===== src/rtl/ocp_pkg.sv =====
// Shared types for the overcurrent protection controller.
package ocp_pkg;
    // Protection sequencer states.
    typedef enum logic [2:0] {
        ST_RUN      = 3'd0,
        ST_NEG_OFF  = 3'd1,
        ST_PFM_HOLD = 3'd2,
        ST_HICCUP   = 3'd3,
        ST_RESTART  = 3'd4
    } prot_state_t;
endpackage


===== src/rtl/ocp_run_counter.sv =====
// Consecutive-cycle event counter.
// Counts switching cycles in a row that contain at least one hit. A cycle is
// the span from one cyc_start clock up to the next. A hit in the cyc_start
// clock belongs to the cycle that starts there. The count saturates at LIMIT.
// Assumes cyc_start is a one-clock strobe and clear wins over everything else.
module ocp_run_counter #(
    parameter int LIMIT = 17,
    localparam int W = $clog2(LIMIT + 1)
) (
    input  logic         clk,
    input  logic         rst_n,
    input  logic         clear,
    input  logic         cyc_start,
    input  logic         hit,
    output logic [W-1:0] count,
    output logic         reached
);
    logic         seen_q;
    logic [W-1:0] base;
    logic [W:0]   sum;
    logic [W-1:0] sat;

    // Count carried into the step: kept only if the cycle now ending had a hit.
    always_comb begin
        base = cyc_start ? (seen_q ? count : '0) : count;
        sum  = {1'b0, base} + (W+1)'(1);
        sat  = (sum > (W+1)'(LIMIT)) ? W'(LIMIT) : sum[W-1:0];
    end

    // Run length and per-cycle hit flag.
    always_ff @(posedge clk) begin
        if (!rst_n || clear) begin
            count  <= '0;
            seen_q <= 1'b0;
        end else if (cyc_start) begin
            count  <= hit ? sat : base;
            seen_q <= hit;
        end else if (hit && !seen_q) begin
            count  <= sat;
            seen_q <= 1'b1;
        end
    end

    assign reached = (count == W'(LIMIT));

    AST_RUN_STEP: assert property (@(posedge clk) disable iff (!rst_n)
        (count != $past(count)) |-> ((count == $past(count) + W'(1)) || (count <= W'(1))));
endmodule


===== src/rtl/ocp_tick_timer.sv =====
// Tick-counting interval timer.
// Counts timebase ticks up to a target chosen by the caller. Clear restarts it
// from zero. done is high once the target has been reached. Assumes target
// is not changed while the timer runs without a clear in between.
module ocp_tick_timer #(
    parameter int W = 10
) (
    input  logic         clk,
    input  logic         rst_n,
    input  logic         clear,
    input  logic         tick,
    input  logic [W-1:0] target,
    output logic         done
);
    logic [W-1:0] count;

    // Tick accumulator, stops at the target.
    always_ff @(posedge clk) begin
        if (!rst_n || clear) begin
            count <= '0;
        end else if (tick && (count < target)) begin
            count <= count + W'(1);
        end
    end

    assign done = (count >= target);

    AST_TMR_IDLE: assert property (@(posedge clk) disable iff (!rst_n)
        (!clear && !tick) |=> $stable(count));
endmodule


===== src/rtl/ocp_hiccup_ctrl.sv =====
// Overcurrent run counter and hiccup restart controller.
// Blanks the high side for the rest of a cycle after a peak overcurrent. It
// declares a fault after OC_LIMIT overcurrent cycles in a row or on a linear
// regulator overcurrent, waits HICCUP_TICKS ticks, then requests soft-start.
// NEG_LIMIT negative-current cycles in a row open both switches until in_reg.
// After that, pulse skipping is forced for PFM_TICKS ticks.
// Assumes all inputs are synchronous to clk and tick is one clock wide.
module ocp_hiccup_ctrl
    import ocp_pkg::*;
#(
    parameter int OC_LIMIT     = 17,
    parameter int NEG_LIMIT    = 2,
    parameter int HICCUP_TICKS = 600,
    parameter int PFM_TICKS    = 20
) (
    input  logic clk,
    input  logic rst_n,
    input  logic cyc_start,
    input  logic oc_peak,
    input  logic neg_valley,
    input  logic ldo_oc,
    input  logic in_reg,
    input  logic tick,
    output logic hs_blank,
    output logic fets_off,
    output logic dis_en,
    output logic reg_shdn,
    output logic ss_req,
    output logic fault,
    output logic pfm_force
);
    localparam int OC_W    = $clog2(OC_LIMIT + 1);
    localparam int NEG_W   = $clog2(NEG_LIMIT + 1);
    localparam int TMR_MAX = (HICCUP_TICKS > PFM_TICKS) ? HICCUP_TICKS : PFM_TICKS;
    localparam int TMR_W   = $clog2(TMR_MAX + 1);

    prot_state_t      state_q, state_d;
    logic             switching;
    logic             cnt_clear;
    logic [OC_W-1:0]  oc_count;
    logic [NEG_W-1:0] neg_count;
    logic             oc_reached, neg_reached;
    logic             tmr_clear, tmr_done;
    logic [TMR_W-1:0] tmr_target;
    logic             blank_q;

    assign switching = (state_q == ST_RUN) || (state_q == ST_PFM_HOLD);
    assign cnt_clear = !switching;

    ocp_run_counter #(.LIMIT(OC_LIMIT)) u_oc_run (
        .clk       (clk),
        .rst_n     (rst_n),
        .clear     (cnt_clear),
        .cyc_start (cyc_start),
        .hit       (oc_peak),
        .count     (oc_count),
        .reached   (oc_reached)
    );

    ocp_run_counter #(.LIMIT(NEG_LIMIT)) u_neg_run (
        .clk       (clk),
        .rst_n     (rst_n),
        .clear     (cnt_clear),
        .cyc_start (cyc_start),
        .hit       (neg_valley),
        .count     (neg_count),
        .reached   (neg_reached)
    );

    // Timer runs only while a timed state is held; any state change restarts it.
    always_comb begin
        tmr_target = (state_q == ST_HICCUP) ? TMR_W'(HICCUP_TICKS) : TMR_W'(PFM_TICKS);
        tmr_clear  = !(((state_q == ST_HICCUP) || (state_q == ST_PFM_HOLD))
                       && (state_d == state_q));
    end

    ocp_tick_timer #(.W(TMR_W)) u_timer (
        .clk    (clk),
        .rst_n  (rst_n),
        .clear  (tmr_clear),
        .tick   (tick),
        .target (tmr_target),
        .done   (tmr_done)
    );

    // Sequencer next state: faults first, then negative current, then timeouts.
    always_comb begin
        state_d = state_q;
        unique case (state_q)
            ST_RUN, ST_PFM_HOLD: begin
                if (ldo_oc || oc_reached) begin
                    state_d = ST_HICCUP;
                end else if (neg_reached) begin
                    state_d = ST_NEG_OFF;
                end else if ((state_q == ST_PFM_HOLD) && tmr_done) begin
                    state_d = ST_RUN;
                end
            end
            ST_NEG_OFF: begin
                if (ldo_oc) begin
                    state_d = ST_HICCUP;
                end else if (in_reg) begin
                    state_d = ST_PFM_HOLD;
                end
            end
            ST_HICCUP: begin
                if (tmr_done) begin
                    state_d = ST_RESTART;
                end
            end
            ST_RESTART: state_d = ST_RUN;
            default:    state_d = ST_RUN;
        endcase
    end

    // Sequencer state register.
    always_ff @(posedge clk) begin
        if (!rst_n) begin
            state_q <= ST_RUN;
        end else begin
            state_q <= state_d;
        end
    end

    // Per-cycle high-side blank: set on detection, released by a clean cycle start.
    always_ff @(posedge clk) begin
        if (!rst_n || !switching) begin
            blank_q <= 1'b0;
        end else if (oc_peak) begin
            blank_q <= 1'b1;
        end else if (cyc_start) begin
            blank_q <= 1'b0;
        end
    end

    // Moore decode of the sequencer outputs.
    always_comb begin
        hs_blank  = blank_q || (state_q == ST_NEG_OFF) || (state_q == ST_HICCUP);
        fets_off  = (state_q == ST_NEG_OFF);
        dis_en    = (state_q == ST_NEG_OFF);
        reg_shdn  = (state_q == ST_HICCUP);
        fault     = (state_q == ST_HICCUP);
        ss_req    = (state_q == ST_RESTART);
        pfm_force = (state_q == ST_PFM_HOLD);
    end

    AST_BLANK_SET: assert property (@(posedge clk) disable iff (!rst_n)
        (oc_peak && switching) |=> hs_blank);
    AST_TRIP_CAUSE: assert property (@(posedge clk) disable iff (!rst_n)
        $rose(reg_shdn) |-> $past(oc_reached || ldo_oc));
    AST_FAULT_END: assert property (@(posedge clk) disable iff (!rst_n)
        $fell(fault) |-> ss_req);
    AST_SS_PULSE: assert property (@(posedge clk) disable iff (!rst_n)
        ss_req |=> !ss_req);
    AST_NEG_CAUSE: assert property (@(posedge clk) disable iff (!rst_n)
        $rose(fets_off) |-> $past(neg_reached));
    AST_PFM_CAUSE: assert property (@(posedge clk) disable iff (!rst_n)
        $rose(pfm_force) |-> $past(in_reg));
endmodule


===== config.mk =====
export PLATFORM = sky130hd
export DESIGN_NAME = ocp_hiccup_ctrl
export DESIGN_NICKNAME = d
export VERILOG_FILES = /design/src/rtl/ocp_pkg.sv /design/src/rtl/ocp_run_counter.sv /design/src/rtl/ocp_tick_timer.sv /design/src/rtl/ocp_hiccup_ctrl.sv
export SDC_FILE = /design/constraint.sdc
export NUM_CORES = 1
export LEC_CHECK = 0
export BUFFER_PORTS_ARGS = -buffer_cell sky130_fd_sc_hd__buf_2
export CAP_MARGIN = 0
export CORE_MARGIN = 4
export CORE_UTILIZATION = 50
export DETAILED_ROUTE_END_ITERATION = 10
export GPL_ROUTABILITY_DRIVEN = 0
export GPL_TIMING_DRIVEN = 0
export PLACE_DENSITY_LB_ADDON = 0.08
export RECOVER_POWER = 100
export SYNTH_ARGS = -nofsm -noshare
export SYNTH_HDL_FRONTEND = slang
export SYNTH_SLANG_ARGS = --single-unit

===== constraint.sdc =====
create_clock -name clk -period 2.74 [get_ports clk]
set_input_delay 0.548 -clock clk [delete_from_list [all_inputs] [get_ports clk]]
set_output_delay 0.548 -clock clk [all_outputs]
set_load 0.02 [all_outputs]

Word-level counts from Yosys, hierarchy flattened
Index checks and enable logic that the tools add are counted.
{ "op_classes": {"addsub": 3, "order_cmp": 4, "eq_ne": 7, "mux": 26, "n_reduce_logical": 22} }
{ "op_table": {"columns": ["cell", "count"], "rows": [
  ["2-to-1 mux 5 bit", 6],
  ["2-to-1 mux 3 bit", 6],
  ["2-to-1 mux 2 bit", 6],
  ["adder 10 x 1 -> 10 bit (second input constant)", 1],
  ["greater-or-equal comparator 10 bit", 1],
  ["less-than comparator 10 bit", 1],
  ["2-to-1 mux 10 bit", 1],
  ["case mux 3 bit (3 select lines)", 1],
  ["logical OR 1 bit", 7],
  ["adder 5 x 1 -> 6 bit (second input constant)", 1],
  ["== test 3 x 2 -> 1 bit (second input constant)", 2],
  ["greater-than comparator 6 x 5 -> 1 bit (second input constant)", 1],
  ["2-to-1 mux 1 bit", 6],
  ["nonzero test 2 bit", 3],
  ["== test 5 bit (second input constant)", 1],
  ["logical AND 1 bit", 5],
  ["zero test 1 bit", 5],
  ["adder 2 x 1 -> 3 bit (second input constant)", 1],
  ["== test 3 x 1 -> 1 bit (second input constant)", 1],
  ["== test 3 bit", 1],
  ["== test 3 bit (second input constant)", 1],
  ["greater-than comparator 3 x 2 -> 1 bit (second input constant)", 1],
  ["zero test 3 bit", 1],
  ["== test 2 bit (second input constant)", 1],
  ["OR reduction 2 bit", 1]
]} }
{ "totals": {"ff_bits": 23, "word_cells": 69} }

Depth between registers and ports, before layout
{ "logic_depth": {"ltp_word": 12, "depth_mapped": 9, "mapped_depth_nobuf": 8} }

Cells and area by module
A second synthesis with hierarchy kept.
{ "unflattened": {"cells_unflattened": 197, "area_unflattened_um2": 1685.4} }
{ "modules_own_cells": {"columns": ["module", "n_inst", "cells_per_inst", "area_per_inst_um2", "seq_area_each_um2"], "rows": [
  ["ocp_tick_timer", 1, 97, 863.3, 200.2],
  ["ocp_run_counter at u_oc_run", 1, 45, 396.6, 120.1],
  ["ocp_hiccup_ctrl", 1, 37, 270.3, 80.1],
  ["ocp_run_counter at u_neg_run", 1, 18, 155.1, 60.1]
]} }

Least setup slack after synthesis
OpenSTA, ideal clock, no wires.
{ "synth_timing": {"path_type": "reg2reg", "startpoint": "register state_q[0]", "endpoint": "register u_timer.count[2]", "setup_ns": 0.086, "arrival_ns": 2.216, "required_ns": 2.654, "path_slack_ns": 0.438, "path_stages_with_launch": 9, "path_buffers": 2, "synth_period_minus_slack_ns": 2.302, "path_cell_list": "dfxtp_1 -> clkbuf_1 -> nand3_1 -> ha_1 -> and4bb_4 -> o21a_1 -> buf_2 -> or4_1 -> a211oi_1"} }
{ "synth_between": {"elab_chain_cells": 12, "elab_cells_between_ends": 22, "classes_between": "order compare: 2; eq/ne: 4; mux: 8; reduce/logical: 8"} }
{ "synth_rtl": {"columns": ["item", "line", "source"], "rows": [
  ["start: declaration", "ocp_hiccup_ctrl.sv:37", "prot_state_t state_q, state_d;"],
  ["start signal: assignment", "ocp_hiccup_ctrl.sv:121", "state_q <= state_d;"],
  ["== test 3 x 2 -> 1 bit", "ocp_hiccup_ctrl.sv:72, ocp_hiccup_ctrl.sv:73, ocp_hiccup_ctrl.sv:89", null],
  ["2-to-1 mux 10 bit", "ocp_hiccup_ctrl.sv:72", "tmr_target = (state_q == ST_HICCUP) ? TMR_W'(HICCUP_TICKS) : TMR_W'(PFM_TICKS);"],
  ["greater-or-equal comparator 10 bit", "ocp_tick_timer.sv:26", "assign done = (count >= target);"],
  ["logical AND 1 bit", "ocp_hiccup_ctrl.sv:95", "end else if ((state_q == ST_PFM_HOLD) && tmr_done) begin"],
  ["2-to-1 mux 3 bit", "ocp_hiccup_ctrl.sv:95", null],
  ["2-to-1 mux 3 bit", "ocp_hiccup_ctrl.sv:93", "end else if (neg_reached) begin"],
  ["2-to-1 mux 3 bit", "ocp_hiccup_ctrl.sv:91", "if (ldo_oc || oc_reached) begin"],
  ["case mux 3 bit (3 select lines)", "ocp_hiccup_ctrl.sv:89", "unique case (state_q)"],
  ["== test 3 bit", "ocp_hiccup_ctrl.sv:74", "&& (state_d == state_q));"],
  ["logical AND 1 bit", "ocp_hiccup_ctrl.sv:74", null],
  ["zero test 1 bit", "ocp_hiccup_ctrl.sv:73", "tmr_clear = !(((state_q == ST_HICCUP) || (state_q == ST_PFM_HOLD))"],
  ["logical OR 1 bit", "ocp_tick_timer.sv:19", "if (!rst_n || clear) begin"],
  ["end signal: assignment", "ocp_tick_timer.sv:22", "count <= count + W'(1);"],
  ["end: declaration", "ocp_tick_timer.sv:15", "logic [W-1:0] count;"]
]} }
Several ways; a longest one is shown, not always the timed one.
A chain may end at the register's enable or synchronous reset.

Worst setup path in the final report
{ "layout_timing": {"startpoint": "register state_q[0]", "endpoint": "register u_timer.count[3]"} }
The elaborated chain is that of the path after synthesis.

==> results.json <==
{
  "yosysWarnings": 0,
  "maxCapViolCount": 0,
  "critPathCaptureType": "register",
  "hp-class": "primary input to register",
  "antenna_found_initial": 0,
  "cts_sinks": 23,
  "insertedDiodeCount": 0,
  "cts_tree": "yes",
  "routed_via_density": 6.15,
  "status": "finished clean",
  "place_area_sq_um": 1610,
  "reg2regPathDepth": 8,
  "relSlewSlack_pct": 64.8,
  "chipHeight_microns": 62.8,
  "track_usage_pct": 18.2,
  "wirelength_microns": 3430,
  "r2r_start": "state_q[0]",
  "ant_nets": 0,
  "skew_ns": 0.0127,
  "postSynth.asyncResetShare_pct": 0,
  "power_frac_clock_pct": 24.8,
  "pwr_density_cell_nw_per_um2": 403,
  "critPathLaunch": "state_q[0]",
  "path_class": "register to register",
  "ctsResizeCount": 0,
  "grt_pass1_wl_microns": 6070,
  "avgSynthCellArea_sq_um": 8.17,
  "whs_ns": 0.464,
  "cp_max_fo": 10,
  "cp.required_ns": 2.97,
  "switching_share_pct": 31.3,
  "clock_latency_ns": 0.32,
  "critPathCapture": "u_timer.count[3]",
  "p_leak_uw": 0.000597,
  "grt_overflow": 0,
  "finalSetupViolCount": 0,
  "p_int_uw": 454,
  "worst_ir_drop_vdd_mv": 0.190,
  "drive_gt1_share_pct": 11.9,
  "die_w_microns": 62.8,
  "grt_max_degree": 14,
  "rsz0062_at_grt": "no",
  "post-dp-hpwl_microns": 2570,
  "syn2layout_area_growth_pct": 8.90,
  "reg2reg_slack_ns": 0.17,
  "drc": 0,
  "period_share_pct": 93.8,
  "synth_edf_count": 0,
  "first_pass_iters": 4,
  "synth_area_sq_um": 1500,
  "cp-start-kind": "register",
  "reg2reg_to": "u_timer.count[3]",
  "clk_path_buf_depth": 2,
  "ys_ff_latch": 23,
  "clk_pin_slew_worst_paths_ns": 0.14,
  "cts_max_level": 1,
  "num_rows": 19,
  "slew_violations": 0,
  "critPathTopFamily": "simple AND/OR/NAND/NOR gates",
  "min_period_ns": 2.57,
  "power.net_switching_uw": 207,
  "grt_pass1_vias": 1411,
  "worst_pin_slew_ns": 0.528,
  "fin_area_sq_um": 1640,
  "crit_chain": "clkbuf_1 > nand3_2 > ha_1 > and4bb_4 > o21a_1 > clkbuf_2 > or4_1 > a211oi_1",
  "cts_buffers": 3,
  "final_cells": 233,
  "cts-root-buf": "clkbuf_4",
  "worst-path-stages": 8,
  "max_freq_mhz": 389,
  "dr_total_vias": 1434,
  "combPwrFrac_pct": 20.5,
  "synth_cells": 184,
  "worstPathArrival_ns": 2.80,
  "synth_flop_cell": "dfxtp_1",
  "pwr-share-seq_pct": 54.7,
  "fin_nets": 219,
  "max_stage_delay_ns": 0.49,
  "synth.distinct_cells": 47,
  "cts_setup_buffers": 0,
  "dieArea_sq_um": 3950,
  "numPortBuffers": 14,
  "ys_seq_area_share_pct": 30.6,
  "drt_iter0_drc": 128,
  "crit_buf_inv": 2,
  "wire_per_inst_microns": 14.7,
  "coreArea_sq_um": 2810,
  "critPathSlowestCell": "or4_1",
  "start_util_pct": 53.6,
  "dp_cells": 229,
  "hold_buffers": 0,
  "syn_nets": 200,
  "finalSetupTns_ns": 0,
  "design.portCount": 15,
  "hold_viol_final": 0
}
[worst register-to-register path: cells and delay by family, from the launching register on]
family                     cells  cell delay [ns]
and+or+nand+nor                3             0.95
buffers and inverters          2             0.45
adders and majority gates      1             0.39
AOI/OAI and AO/OA              2             0.37
DFF                            1             0.33
[synth_stat cells, types with 5 or more instances]
cell type / n / area share [%]
dfxtp_1: 23 / 31
nor3_1: 6 / 2.0
nand3_1: 9 / 3.0
a211oi_1: 11 / 5.5
o21ai_0: 8 / 2.7
inv_1: 10 / 2.5
nand2_1: 10 / 2.5
nor2b_1: 5 / 2.1
clkbuf_1: 6 / 1.5
ha_1: 8 / 6.7
o31ai_1: 9 / 4.5
a21oi_1: 7 / 2.3
nor2_1: 14 / 3.5
nand2b_1: 7 / 2.9
or4_1: 7 / 3.5
[power groups by stage]
| stage | registers, uW | clock network [uW] | logic (uW) |
|---|---|---|---|
| after CTS | 360 | 169 | 136 |
| after global routing | 363 | 182 | 152 |
| final | 361 | 164 | 136 |
| after detailed placement | 368 | 0 | 135 |
| after floorplan | 363 | 0 | 97.0 |
| after global placement | 366 | 0 | 131 |
[through the flow]
step                      utilization [%]  setup slack [ns]  total power, uW
final                                58.4             0.170              660
after detailed placement             57.5            0.0308              503
after global routing                 58.4            0.0107              697
after global placement               57.5             0.177              497
after floorplan                         -             0.438              460
after CTS                            58.5             0.103              666
[cell families after synthesis]
family | Yosys count | synth area share, %
buffers and inverters | 19 | 5.32
XOR/XNOR | 2 | 1.16
multiplexers | 2 | 1.41
AND/OR/NAND/NOR | 79 | 30.6
flip-flops | 23 | 30.6
adder cells (fa/ha/maj) | 8 | 6.66
AO/OA/AOI/OAI | 51 | 24.2
[cells in the final DEF, fill, tap and decap left out, drive strengths merged, types with 6 or more instances in the layout]
cell	instances
nor3	6
o21ai	8
buf	10
a211oi	11
a21oi	7
or4	7
inv	10
nand2b	7
nor2	14
nand2	10
nand3	10
dfxtp	23
clkbuf	16
ha	8
o31ai	10
[layer usage]
metal  global-route usage, %  up-vias  part of all wire, %  wire (microns)
met5                       0        -                    0               0
li1                        -      731                    -               -
met1                    21.0      674                   44            1510
met4                    6.89        0                 0.61              21
met2                    33.3       27                   52            1770
met3                    3.24        2                  3.6             123
[how the worst min path moves through the flow]
stage,start,end,depth (start not counted)
after CTS,rst_n,state_q[2],3
final,rst_n,state_q[2],3
after global routing,rst_n,state_q[2],3
after detailed placement,blank_q,blank_q,2
after global placement,blank_q,blank_q,2
after floorplan,blank_q,blank_q,2
[registers in the layout (all words and copies together) (netlist names)]
register and count:
u_neg_run.count 2, u_oc_run.count 5, blank_q 1, u_oc_run.seen_q 1, state_q 3, u_neg_run.seen_q 1, u_timer.count 10
[area by class of cell]
cell class              instances  area (sq um)
repair buffers                 14          62.6
clock buffers                   3          22.5
multi-input cells             142           968
inverters                      10          37.5
well taps                      31          38.8
clock inverters                 1          5.00
plain buffers                   9          42.5
fillers                       266          1170
flip-flops and latches         23           460
Power figures use the tool's default switching activity.
